==> config.mk <==
export PLATFORM = sky130hd
export DESIGN_NAME = sparse_col_mem
export DESIGN_NICKNAME = d
export VERILOG_FILES = /design/src/rtl/scm_pkg.sv /design/src/rtl/scm_store.sv /design/src/rtl/scm_frame.sv /design/src/rtl/sparse_col_mem.sv
export SDC_FILE = /design/constraint.sdc
export NUM_CORES = 1
export LEC_CHECK = 0
export BUFFER_PORTS_ARGS = -buffer_cell sky130_fd_sc_hd__buf_4
export CAP_MARGIN = 10
export CORE_UTILIZATION = 60
export CTS_BUF_LIST = sky130_fd_sc_hd__clkbuf_16
export DETAILED_ROUTE_END_ITERATION = 16
export PLACE_DENSITY = 0.83
export SETUP_SLACK_MARGIN = 0.5
export SLEW_MARGIN = 20
export SYNTH_ARGS = -nofsm -noshare
export SYNTH_HDL_FRONTEND = slang
export SYNTH_SLANG_ARGS = --single-unit
export TNS_END_PERCENT = 1
==> constraint.sdc <==
create_clock -name clk -period 9.1 [get_ports clk]
set_clock_uncertainty 0.2 [all_clocks]
set_input_delay 1.365 -clock clk [delete_from_list [all_inputs] [get_ports clk]]
set_output_delay 1.365 -clock clk [all_outputs]
set_load 0.005 [all_outputs]
==> src/rtl/scm_pkg.sv <==
package scm_pkg;
  localparam int unsigned WORD_W = 5;
  localparam int unsigned TS_W   = 3 * WORD_W;

  typedef enum logic [3:0] {
    F_IDLE, F_AH, F_AL, F_GAP, F_T2, F_T1, F_T0, F_DATA, F_SEP
  } frm_st_e;

  // Steps elapsed between two step counts (modulo the counter width)
  function automatic logic [TS_W-1:0] step_sep(input logic [TS_W-1:0] now_t,
                                               input logic [TS_W-1:0] prev_t);
    return now_t - prev_t;
  endfunction

  // A word joins the open block when one exists and it lies close enough in time
  function automatic logic joins_block(input logic have_blk,
                                       input logic [TS_W-1:0] sep,
                                       input int unsigned merge_lim);
    return have_blk && (sep < TS_W'(merge_lim));
  endfunction

  function automatic logic [WORD_W:0] mk_word(input logic hdr,
                                              input logic [WORD_W-1:0] d);
    return {hdr, d};
  endfunction
endpackage

==> src/rtl/scm_store.sv <==
module scm_store
  import scm_pkg::*;
#(
  parameter int unsigned DEPTH = 38,
  parameter int unsigned NBLK  = 8,
  parameter int unsigned MERGE = 10,
  localparam int unsigned IW   = $clog2(DEPTH),
  localparam int unsigned CW   = $clog2(DEPTH + 1),
  localparam int unsigned BIW  = (NBLK > 1) ? $clog2(NBLK) : 1,
  localparam int unsigned BW   = $clog2(NBLK + 1)
) (
  input  logic              clk,
  input  logic              rst_n,
  input  logic              step,
  input  logic              hit,
  input  logic [WORD_W-1:0] hit_data,
  input  logic              busy,
  input  logic              clr,
  input  logic [IW-1:0]     rd_idx,
  input  logic [BIW-1:0]    rd_blk,
  output logic [WORD_W:0]   rd_word,
  output logic              rd_nx_start,
  output logic [TS_W-1:0]   rd_ts,
  output logic [CW-1:0]     wcnt,
  output logic              present
);
  logic [WORD_W:0]   mem    [DEPTH];
  logic [TS_W-1:0]   ts_mem [NBLK];
  logic [DEPTH-1:0]  hdr_mem;
  logic [BW-1:0]     bcnt;
  logic [TS_W-1:0]   tnow, last_t;

  // named internal events
  logic wr_acc, new_blk, full, append, overwrite;
  logic [IW-1:0] wr_idx, last_idx, nx_idx;
  logic [CW-1:0] nx_cnt;

  assign wr_acc    = step & hit & ~busy;
  assign new_blk   = !joins_block(wcnt != '0, step_sep(tnow, last_t), MERGE);
  assign full      = (wcnt == CW'(DEPTH)) || (new_blk && bcnt == BW'(NBLK));
  assign append    = wr_acc & ~full;
  assign overwrite = wr_acc & full;
  assign wr_idx    = IW'(wcnt);
  assign last_idx  = IW'(wcnt - 1'b1);

  always_ff @(posedge clk) begin
    if (!rst_n) begin
      tnow    <= '0;
      last_t  <= '0;
      wcnt    <= '0;
      bcnt    <= '0;
      hdr_mem <= '0;
    end else begin
      if (step) tnow <= tnow + 1'b1;
      if (clr) begin
        wcnt    <= '0;
        bcnt    <= '0;
        hdr_mem <= '0;
      end else if (append) begin
        wcnt            <= wcnt + 1'b1;
        hdr_mem[wr_idx] <= 1'b1;
        last_t          <= tnow;
        if (new_blk) bcnt <= bcnt + 1'b1;
      end else if (overwrite) begin
        last_t <= tnow;
      end
    end
  end

  always_ff @(posedge clk) begin
    if (append) begin
      mem[wr_idx] <= mk_word(new_blk, hit_data);
      if (new_blk) ts_mem[BIW'(bcnt)] <= tnow;
    end else if (overwrite) begin
      mem[last_idx] <= mk_word(mem[last_idx][WORD_W], hit_data);
    end
  end

  assign present     = |hdr_mem;
  assign rd_word     = mem[rd_idx];
  assign rd_ts       = ts_mem[rd_blk];
  assign nx_cnt      = CW'(rd_idx) + 1'b1;
  assign nx_idx      = IW'(nx_cnt);
  assign rd_nx_start = (nx_cnt >= wcnt) ? 1'b0 : mem[nx_idx][WORD_W];

  // the word count never exceeds the memory depth
  p_cnt_bound_r7: assert property (@(posedge clk) disable iff (!rst_n)
    wcnt <= CW'(DEPTH));
  // a full memory stays full until it is streamed out
  p_full_hold_r7: assert property (@(posedge clk) disable iff (!rst_n)
    (wcnt == CW'(DEPTH) && !clr) |=> wcnt == CW'(DEPTH));
  // header OR agrees with the word count
  p_present_r2: assert property (@(posedge clk) disable iff (!rst_n)
    present == (wcnt != '0));
  // nothing is written while a stream runs
  p_busy_hold_r9: assert property (@(posedge clk) disable iff (!rst_n)
    (busy && !clr) |=> $stable(wcnt));
  // block count never exceeds the stamp slots
  p_blk_bound_r8: assert property (@(posedge clk) disable iff (!rst_n)
    bcnt <= BW'(NBLK));
endmodule

==> src/rtl/scm_frame.sv <==
module scm_frame
  import scm_pkg::*;
#(
  parameter int unsigned DEPTH = 38,
  parameter int unsigned NBLK  = 8,
  parameter int unsigned GRP   = 6,
  parameter logic [2*WORD_W-1:0] COL_ADDR = 10'h2A5,
  localparam int unsigned IW   = $clog2(DEPTH),
  localparam int unsigned CW   = $clog2(DEPTH + 1),
  localparam int unsigned BIW  = (NBLK > 1) ? $clog2(NBLK) : 1,
  localparam int unsigned GW   = $clog2(GRP + 1)
) (
  input  logic            clk,
  input  logic            rst_n,
  input  logic            extract,
  input  logic            present,
  input  logic [CW-1:0]   wcnt,
  input  logic [WORD_W:0] rd_word,
  input  logic            rd_nx_start,
  input  logic [TS_W-1:0] rd_ts,
  output logic [IW-1:0]   rd_idx,
  output logic [BIW-1:0]  rd_blk,
  output logic            busy,
  output logic            clr,
  output logic [WORD_W:0] out_word
);
  frm_st_e       st;
  logic [GW-1:0] grp;
  logic          last_word;

  assign last_word = (CW'(rd_idx) + 1'b1) == wcnt;
  assign clr       = (st == F_DATA) && last_word;
  assign busy      = (st != F_IDLE);

  always_ff @(posedge clk) begin
    if (!rst_n) begin
      st     <= F_IDLE;
      rd_idx <= '0;
      rd_blk <= '0;
      grp    <= '0;
    end else begin
      unique case (st)
        F_IDLE: if (extract && present) begin
          st     <= F_AH;
          rd_idx <= '0;
          rd_blk <= '0;
        end
        F_AH:  st <= F_AL;
        F_AL:  st <= F_GAP;
        F_GAP: begin st <= F_T2; grp <= '0; end
        F_T2:  st <= F_T1;
        F_T1:  st <= F_T0;
        F_T0:  st <= F_DATA;
        F_DATA: begin
          grp <= grp + 1'b1;
          if (last_word) st <= F_IDLE;
          else begin
            rd_idx <= rd_idx + 1'b1;
            if (rd_nx_start) begin
              st     <= F_SEP;
              rd_blk <= rd_blk + 1'b1;
            end else if (grp + 1'b1 == GW'(GRP)) st <= F_GAP;
          end
        end
        F_SEP: st <= F_AH;
        default: st <= F_IDLE;
      endcase
    end
  end

  always_comb begin
    unique case (st)
      F_AH:   out_word = mk_word(1'b1, COL_ADDR[2*WORD_W-1:WORD_W]);
      F_AL:   out_word = mk_word(1'b1, COL_ADDR[WORD_W-1:0]);
      F_GAP:  out_word = mk_word(1'b1, '0);
      F_T2:   out_word = mk_word(1'b1, rd_ts[3*WORD_W-1:2*WORD_W]);
      F_T1:   out_word = mk_word(1'b1, rd_ts[2*WORD_W-1:WORD_W]);
      F_T0:   out_word = mk_word(1'b1, rd_ts[WORD_W-1:0]);
      F_DATA: out_word = mk_word(1'b1, rd_word[WORD_W-1:0]);
      default: out_word = '0;
    endcase
  end

  // an idle word carries no data
  p_idle_quiet_r1: assert property (@(posedge clk) disable iff (!rst_n)
    !out_word[WORD_W] |-> out_word[WORD_W-1:0] == '0);
  // an accepted extract starts with the address high word
  p_launch_r3: assert property (@(posedge clk) disable iff (!rst_n)
    (!busy && extract && present) |=>
      out_word == {1'b1, COL_ADDR[2*WORD_W-1:WORD_W]});
  // the address low word is followed by the gap word
  p_gap_after_al_r3: assert property (@(posedge clk) disable iff (!rst_n)
    (out_word == {1'b1, COL_ADDR[WORD_W-1:0]} && st == F_AL) |=>
      out_word == {1'b1, {WORD_W{1'b0}}});
  // a group never holds more than GRP data words
  p_group_bound_r6: assert property (@(posedge clk) disable iff (!rst_n)
    (st == F_DATA) |-> grp < GW'(GRP));
  // an extract on an empty column starts nothing
  p_empty_ignore_r9: assert property (@(posedge clk) disable iff (!rst_n)
    (!busy && !present) |=> !out_word[WORD_W]);
endmodule

==> src/rtl/sparse_col_mem.sv <==
module sparse_col_mem
  import scm_pkg::*;
#(
  parameter int unsigned DEPTH = 38,
  parameter int unsigned NBLK  = 8,
  parameter int unsigned MERGE = 10,
  parameter int unsigned GRP   = 6,
  parameter logic [2*WORD_W-1:0] COL_ADDR = 10'h2A5,
  localparam int unsigned IW   = $clog2(DEPTH),
  localparam int unsigned CW   = $clog2(DEPTH + 1),
  localparam int unsigned BIW  = (NBLK > 1) ? $clog2(NBLK) : 1
) (
  input  logic              clk,
  input  logic              rst_n,
  input  logic              step,
  input  logic              hit,
  input  logic [WORD_W-1:0] hit_data,
  input  logic              extract,
  output logic              data_present,
  output logic [WORD_W:0]   out_word
);
  logic [IW-1:0]   rd_idx;
  logic [BIW-1:0]  rd_blk;
  logic [WORD_W:0] rd_word;
  logic            rd_nx_start, busy, clr;
  logic [TS_W-1:0] rd_ts;
  logic [CW-1:0]   wcnt;

  scm_store #(.DEPTH(DEPTH), .NBLK(NBLK), .MERGE(MERGE)) u_store (
    .clk, .rst_n, .step, .hit, .hit_data, .busy, .clr,
    .rd_idx, .rd_blk, .rd_word, .rd_nx_start, .rd_ts, .wcnt,
    .present(data_present)
  );

  scm_frame #(.DEPTH(DEPTH), .NBLK(NBLK), .GRP(GRP), .COL_ADDR(COL_ADDR)) u_frame (
    .clk, .rst_n, .extract, .present(data_present), .wcnt,
    .rd_word, .rd_nx_start, .rd_ts, .rd_idx, .rd_blk, .busy, .clr, .out_word
  );
endmodule

==> metrics.md, run 1 <==
| Metric | Value |
|---|---|
| Status | finished, final reports clean |
| Critical path endpoint category | flop |
| Startpoint types | flop |
| Drt drc | 0 |
| Site Rows | 65 |
| Setup TNS | 0 ns |
| HPWL after DPL | 26.5 mm |
| First-pass GRT wire length | 68.3 mm |
| Port buffer count | 16 |
| Hold Path Stages | 2 |
| Synth Flop Type | edfxtp_1 |
| Maximum clock frequency | 184 MHz |
| CTS tree | built |
| Yosys cell types | 79 |
| Core area | 0.0316 sq mm |
| Post-route minimum period | 5.42 ns |
| Synth async-reset ratio | 0% |
| Crit path max fanout | 44 |
| Post-synthesis compound-gate area fraction | 6.60% |
| Total die area | 0.0330 sq mm |
| Final-report hold violation count | 0 |
| Area fraction of the dominant cell type after synthesis | 54.0% |
| Syn avg cell area | 14.4 sq um |
| I/O Pins | 17 |
| Final setup violation count | 0 |
| Final ANT Viol Nets | 0 |
| CTS root buffer | clkbuf_16 |
| Post-synthesis mux area share | 13.1% |
| Starting density of the core | 61.2% |
| CTS buffer count | 45 |
| Max-cap viol count | 0 |
| Slew HR | 31.9% |
| Placement Setup Slack | 3.83 ns |
| CTS Hold Buffers Added | 0 |
| Routed wire length | 44.6 mm |
| Pin count of the biggest net entering global routing | 51 |
| Simple logic cell fraction of the synthesized area | 10.1% |
| Antenna violations before repair | 0 |
| R2r worst-path depth | 12 |
| Worst reg2reg setup slack | 3.68 ns |
| Die W | 182 microns |
| Drt first pass iters | 6 |
| RSZ-0062 raised after global routing | false |
| CTS Sinks | 451 |
| HP Start | u_store.hdr_mem[35] |
| Final GP Congestion | 0.882 |
| Iteration-0 DRC Markers | 1603 |
| Synth Cell Area | 0.0194 sq mm |
| Buffer count from post-CTS setup fixing | 0 |
| Mapped Nets | 1380 |
| Number of diodes | 0 |
| Measured slew at the worst slew-check pin | 1.02 ns |
| Fin nets | 1388 |
| Seq/Total Area, Yosys | 64.6% |
| Vias in the first global route | 11600 |
| CTS H-tree depth | 2 |
| Yosys warnings | 0 |
| Hold Path Class | reg -> reg |
| Synth Register Bits | 451 |
| Post-synth top cells | edfxtp_1, nor2_1, nand2_1 |
| Layout cell share with drive strength beyond 1 | 18.0% |
| WHS Endpoint | u_store.hdr_mem[35] |
| Post-route clock period utilization | 59.6% |
| Lkg Pwr | 6.91 nW |
| RR Startpoint | u_store.wcnt[0] |
| Required time of the critical path | 9.14 ns |
| Slew Limit Fails | 0 |
| Routed len/inst | 24.9 microns |
| Count leader, synth | edfxtp_1 |
| Routed vias/inst | 6.64 |
| Area leader, netlist | edfxtp_1 |
| Synthesis-to-finish area growth | 10.2% |
| Synth Area in XOR/XNOR | 1.40% |
| Die H | 182 microns |
| Vias | 11900 |
| Adder-Cell Fraction of Synth Area | 1.98% |
| Clock transition at path regs | 0.07 ns |
| WP data arrival | 5.46 ns |
| EDFF count, synth | 348 |
| CTS resizes | 0 |
| Top post-synthesis cells by area | edfxtp_1, mux4_2, dfxtp_1 |
| GRT Residual Overflow | 0 |
| Largest family of logic cells by synthesized area | multiplexers |
| Post-Syn Instances | 1340 |
| Reg-to-Reg End | u_store.mem[14][4] |
| Setup ws final | 3.68 ns |
| Worst IR drop on VDD | 0.158 mV |
| Total track usage | 27.5% |
| Power Dens Cells | 216 mW/mm^2 |
| CP Class | reg -> reg |
| CTS Buffer Depth | 3 |
| Clock Latency Late Sink | 0.57 ns |
==> final cells by class <==
| cell class | count | area [sq um] |
|---|---|---|
| Inverter | 32 | 120 |
| Clock buffer | 45 | 1130 |
| Fill cell | 1965 | 10300 |
| Clock inverter | 39 | 370 |
| Multi-Input combinational cell | 787 | 6460 |
| Tap cell | 402 | 503 |
| Sequential cell | 451 | 12500 |
| Timing Repair Buffer | 31 | 233 |
==> where the power goes <==
part | leakage [nW] | switching [mW] | internal (mW)
sequential | 3.99 | 0.0534 | 2.26
combinational | 2.17 | 0.265 | 0.163
clock | 0.751 | 0.791 | 1.08
total | 6.91 | 1.11 | 3.50
==> routing by layer <==
| layer | part of all wire (%) | track usage [%] |
|---|---|---|
| met1 | 39 | 38.2 |
| met2 | 48 | 44.1 |
| met4 | 3.2 | 9.49 |
| met3 | 9.8 | 4.95 |
| met5 | 0 | 0 |
==> worst max path at each step <==
stage                         start              endpoint  slack (ns)  cells after the start
finish              u_store.wcnt[0]    u_store.mem[14][4]        3.68                     12
floorplan           u_store.tnow[1]  u_store.ts_mem[4][0]        4.30                     12
CTS                 u_store.wcnt[0]    u_store.mem[14][2]        3.80                     12
global placement    u_store.wcnt[0]    u_store.mem[13][0]        4.04                     12
detailed placement  u_store.wcnt[0]    u_store.mem[14][2]        3.83                     12
global route        u_store.wcnt[0]    u_store.mem[21][3]        3.42                     12
==> through the flow <==
stage / hold WS [ns] / utilization [%] / total power [mW] / instance area (sq um) / cells
floorplan: 0.225 / - / 2.61 / 19400 / 1340
global placement: 0.236 / 62.7 / 2.76 / 19800 / 1703
detailed placement: 0.247 / 62.7 / 2.77 / 19800 / 1703
CTS: 0.256 / 67.4 / 4.61 / 21300 / 1787
global route: 0.271 / 67.4 / 4.73 / 21300 / 1787
finish: 0.253 / 67.4 / 4.61 / 21300 / 1787
==> registers in the layout, indices dropped and copies added (netlist names), named ones only <==
register / count
u_store.mem: 228
u_store.ts_mem: 120
u_store.hdr_mem: 38
u_store.last_t: 15
u_store.tnow: 15
u_frame.rd_idx: 6
u_store.wcnt: 6
u_frame.st: 4
u_store.bcnt: 4
u_frame.grp: 3
u_frame.rd_blk: 3
==> worst max-delay path, cell delays in order, from the launching register on <==
cell	delay [ns]
dfxtp_1	0.71
clkinv_1	0.41
ha_1	0.39
nand3_1	0.21
o32ai_1	0.13
a2111oi_2	0.33
nand4_2	0.18
a2111oi_4	0.45
nand2_2	0.52
and4_4	0.39
mux2_4	0.21
or3b_1	0.58
nor2_2	0.36
==> cells by family (layout without fill, tap and decap cells) <==
family / Yosys count / in the layout
multiplexers: 132 / 132
AND/OR/NAND/NOR: 406 / 406
XOR/XNOR: 31 / 31
flip-flops: 451 / 451
AO/OA/AOI/OAI: 188 / 188
adder cells (fa/ha/maj): 30 / 30
buffers and inverters: 102 / 147
==> layout by cell type, fill, tap and decap left out, types with 8 or more instances in the layout <==
cell type | netlist | routed
a21boi_0 | 27 | 27
inv_1 | 27 | 33
nor4_1 | 13 | 13
xor2_1 | 9 | 9
a31oi_1 | 8 | 8
dfxtp_1 | 103 | 101
buf_4 | 1 | 31
mux4_2 | 96 | 96
and2_1 | 14 | 14
clkinv_1 | 2 | 12
nand4_1 | 10 | 10
xnor2_1 | 22 | 22
ha_1 | 29 | 29
mux2i_1 | 31 | 31
nor2b_1 | 12 | 12
nor2_2 | 9 | 9
nor3_1 | 28 | 24
a21oi_1 | 45 | 45
nand2_1 | 104 | 104
nand3_1 | 21 | 21
and3_1 | 8 | 8
o21ai_0 | 41 | 41
nor2_1 | 140 | 140
clkbuf_16 | 0 | 45
edfxtp_1 | 348 | 348
Power figures use the tool's default switching activity.
==> inputs of run 2 (changes only) <==
==> constraint.sdc (replaced) <==
create_clock -name clk -period 5.3 [get_ports clk]
set_clock_uncertainty 0.2 [all_clocks]
set_input_delay 0.795 -clock clk [delete_from_list [all_inputs] [get_ports clk]]
set_output_delay 0.795 -clock clk [all_outputs]
set_load 0.005 [all_outputs]
==> run 2 against run 1 <==
  * Total power increased by 71%
  * Die area unchanged
  * Critical path depth increased by 2
  * Sequential power increased by 71%
  * Clock power increased by 69%
  * Maximum frequency increased by 17%
  * Cell count increased by 1.2%
  * Global-route usage increased by 0.74 points
  * Combinational power increased by 81%
  * Critical endpoint is now u_store.mem[10][0]
  * Largest cell class unchanged
  * Highest routed layer unchanged
==> metrics.md, run 2 (synthesis gave the netlist of run 1 again) <==
| Metric | Value |
|---|---|
| Status | finished, final reports clean |
| CTS root buffer | clkbuf_16 |
| Slew HR | 20.7% (-11 points) |
| Power Dens Cells | 367 mW/mm^2 (+69%) |
| Max FFs per register | 228 (unchanged) |
| Most flops, register | u_store.mem |
| Required time of the critical path | 5.32 ns (-3.82 ns) |
| Drt drc | 0 (unchanged) |
| Fin nets | 1412 (+1.7%) |
| Worst reg2reg setup slack | 0.68 ns (-3.00 ns) |
| Slew Limit Fails | 0 (unchanged) |
| Most frequent cells in the layout | edfxtp_1, nor2_1, nand2_1 |
| R2r worst-path depth | 14 (+2) |
| Placement Setup Slack | 0.634 ns (-3.19 ns) |
| Starting density of the core | 61.2% (unchanged) |
| Final-report hold violation count | 0 (unchanged) |
| CTS Hold Buffers Added | 0 (unchanged) |
| Total die area | 0.0330 sq mm (unchanged) |
| Startpoint types | flop |
| CTS buffer count | 43 (-4.4%) |
| Post-route clock period utilization | 87.2% (+28 points) |
| Synthesis-to-finish area growth | 11.1% |
| Worst IR drop on VDD | 0.270 mV (+71%) |
| Vias in the first global route | 11800 (+2.4%) |
| First-pass GRT wire length | 69.8 mm (+2.3%) |
| CTS tree | built |
| Total track usage | 28.2% (+0.74 points) |
| Clock Latency Late Sink | 0.57 ns (about the same) |
| Sequential Area | 0.0125 sq mm (unchanged) |
| CTS Sinks | 451 (unchanged) |
| Top flop regs | u_store.mem x228, u_store.ts_mem x120, u_store.hdr_mem x38 |
| Worst Hold Slack | 0.258 ns (+0.00435 ns) |
| Measured slew at the worst slew-check pin | 1.19 ns (+0.168 ns) |
| Lkg Pwr | 7.04 nW (+1.8%) |
| Commonest non-fill, non-tap cell in the layout | edfxtp_1 |
| Critical path endpoint category | flop |
| HPWL after DPL | 27.3 mm (+3.3%) |
| Post-Place Cells | 1729 (+1.5%) |
| RR Startpoint | u_store.last_t[8] |
| RSZ-0062 raised after global routing | true |
| Site Rows | 65 (unchanged) |
| Buffer count from post-CTS setup fixing | 0 (unchanged) |
| Vias | 11900 (+0.62%) |
| Setup ws final | 0.676 ns (-3.00 ns) |
| Max-cap viol count | 0 (unchanged) |
| WHS Endpoint | u_store.hdr_mem[37] |
| Final Non-Filler Cells | 1808 (+1.2%) |
| Multi-input gate area | 0.00647 sq mm (about the same) |
| Antenna violations before repair | 1 (+1) |
| Iteration-0 DRC Markers | 1661 (+3.6%) |
| Drt first pass iters | 6 (unchanged) |
| Number of diodes | 0 (unchanged) |
| Routed wire length | 45.3 mm (+1.6%) |
| GRT Residual Overflow | 0 (unchanged) |
| Crit path max fanout | 15 (-66%) |
| I/O Pins | 17 (unchanged) |
| Layout cell share with drive strength beyond 1 | 19.5% (+1.5 points) |
| Die H | 182 microns (unchanged) |
| Fillers | 2003 (+1.9%) |
| Setup TNS | 0 ns (unchanged) |
| Pin count of the biggest net entering global routing | 48 (-5.9%) |
| Reg-to-Reg End | u_store.mem[10][0] |
| CTS Buffer Depth | 3 (unchanged) |
| Clock transition at path regs | 0.06 ns (about the same) |
| HP Start | u_store.hdr_mem[37] |
| Layout Utilization | 67.9% (+0.51 points) |
| CP Class | reg -> reg |
| Maximum clock frequency | 216 MHz (+17%) |
| Final setup violation count | 0 (unchanged) |
| Hold Path Stages | 2 (unchanged) |
| Port buffer count | 16 (unchanged) |
| WP data arrival | 4.65 ns (-0.81 ns) |
| CTS H-tree depth | 2 (unchanged) |
| Final ANT Viol Nets | 0 (unchanged) |
| Total power | 7.88 mW (+71%) |
| Hold Path Class | reg -> reg |
| Routed len/inst | 25.0 microns (+0.39%) |
| Routed vias/inst | 6.60 (-0.55%) |
| Core area | 0.0316 sq mm (unchanged) |
| Final GP Congestion | 0.896 (+1.6%) |
| Post-route minimum period | 4.62 ns (-0.801 ns) |
| Placed Area | 0.0200 sq mm (+0.98%) |
| Design area | 0.0215 sq mm (+0.75%) |
| CTS resizes | 0 (unchanged) |
| Die W | 182 microns (unchanged) |
[run 2: worst max-delay path by stage]
stage | start | end | slack [ns] | cells past startpoint
2_1_floorplan | u_store.tnow[1] | u_store.ts_mem[6][0] | 0.53 | 12
3_3_place_gp | u_store.last_t[8] | u_store.mem[4][3] | 0.74 | 14
3_5_place_dp | u_store.tnow[5] | u_store.mem[15][4] | 0.63 | 12
4_1_cts | u_store.tnow[5] | u_store.mem[15][1] | 0.62 | 12
5_1_grt | u_store.last_t[8] | u_store.mem[14][3] | 0.47 | 14
6_report | u_store.last_t[8] | u_store.mem[10][0] | 0.68 | 14
[run 2: worst max-delay path, stage by stage (launching register included)]
cell and delay [ns]:
dfxtp_1 0.35, inv_1 0.05, ha_1 0.41, a21oi_2 0.20
o21ai_0 0.22, o2bb2ai_1 0.21, a2111oi_2 0.38, nand4_2 0.17
a2111oi_4 0.45, a21oi_2 0.14, a21oi_4 0.14, buf_4 0.24
o31ai_1 0.13, or3b_2 0.67, nor2_2 0.33
[run 2: area by class of cell]
cell class | instances | area share, %
Sequential cell | 451 | 58.2
Multi-Input combinational cell | 787 | 30.1
Clock buffer | 44 | 5.12
Tap cell | 402 | 2.34
Timing Repair Buffer | 57 | 1.99
Clock inverter | 35 | 1.65
Inverter | 32 | 0.559
[run 2: where the power goes]
part	internal, mW	switching [mW]	total (mW)
sequential	3.88	0.0721	3.95
combinational	0.296	0.477	0.773
clock	1.81	1.34	3.16
[run 2: layer usage]
| metal | share of wire, % | up-vias | global-route usage [%] |
|---|---|---|---|
| li1 | - | 5169 | - |
| met1 | 40 | 6000 | 39.6 |
| met2 | 49 | 675 | 46.6 |
| met3 | 8.5 | 95 | 3.85 |
| met4 | 2.8 | 0 | 8.34 |
| met5 | 0 | - | 0 |
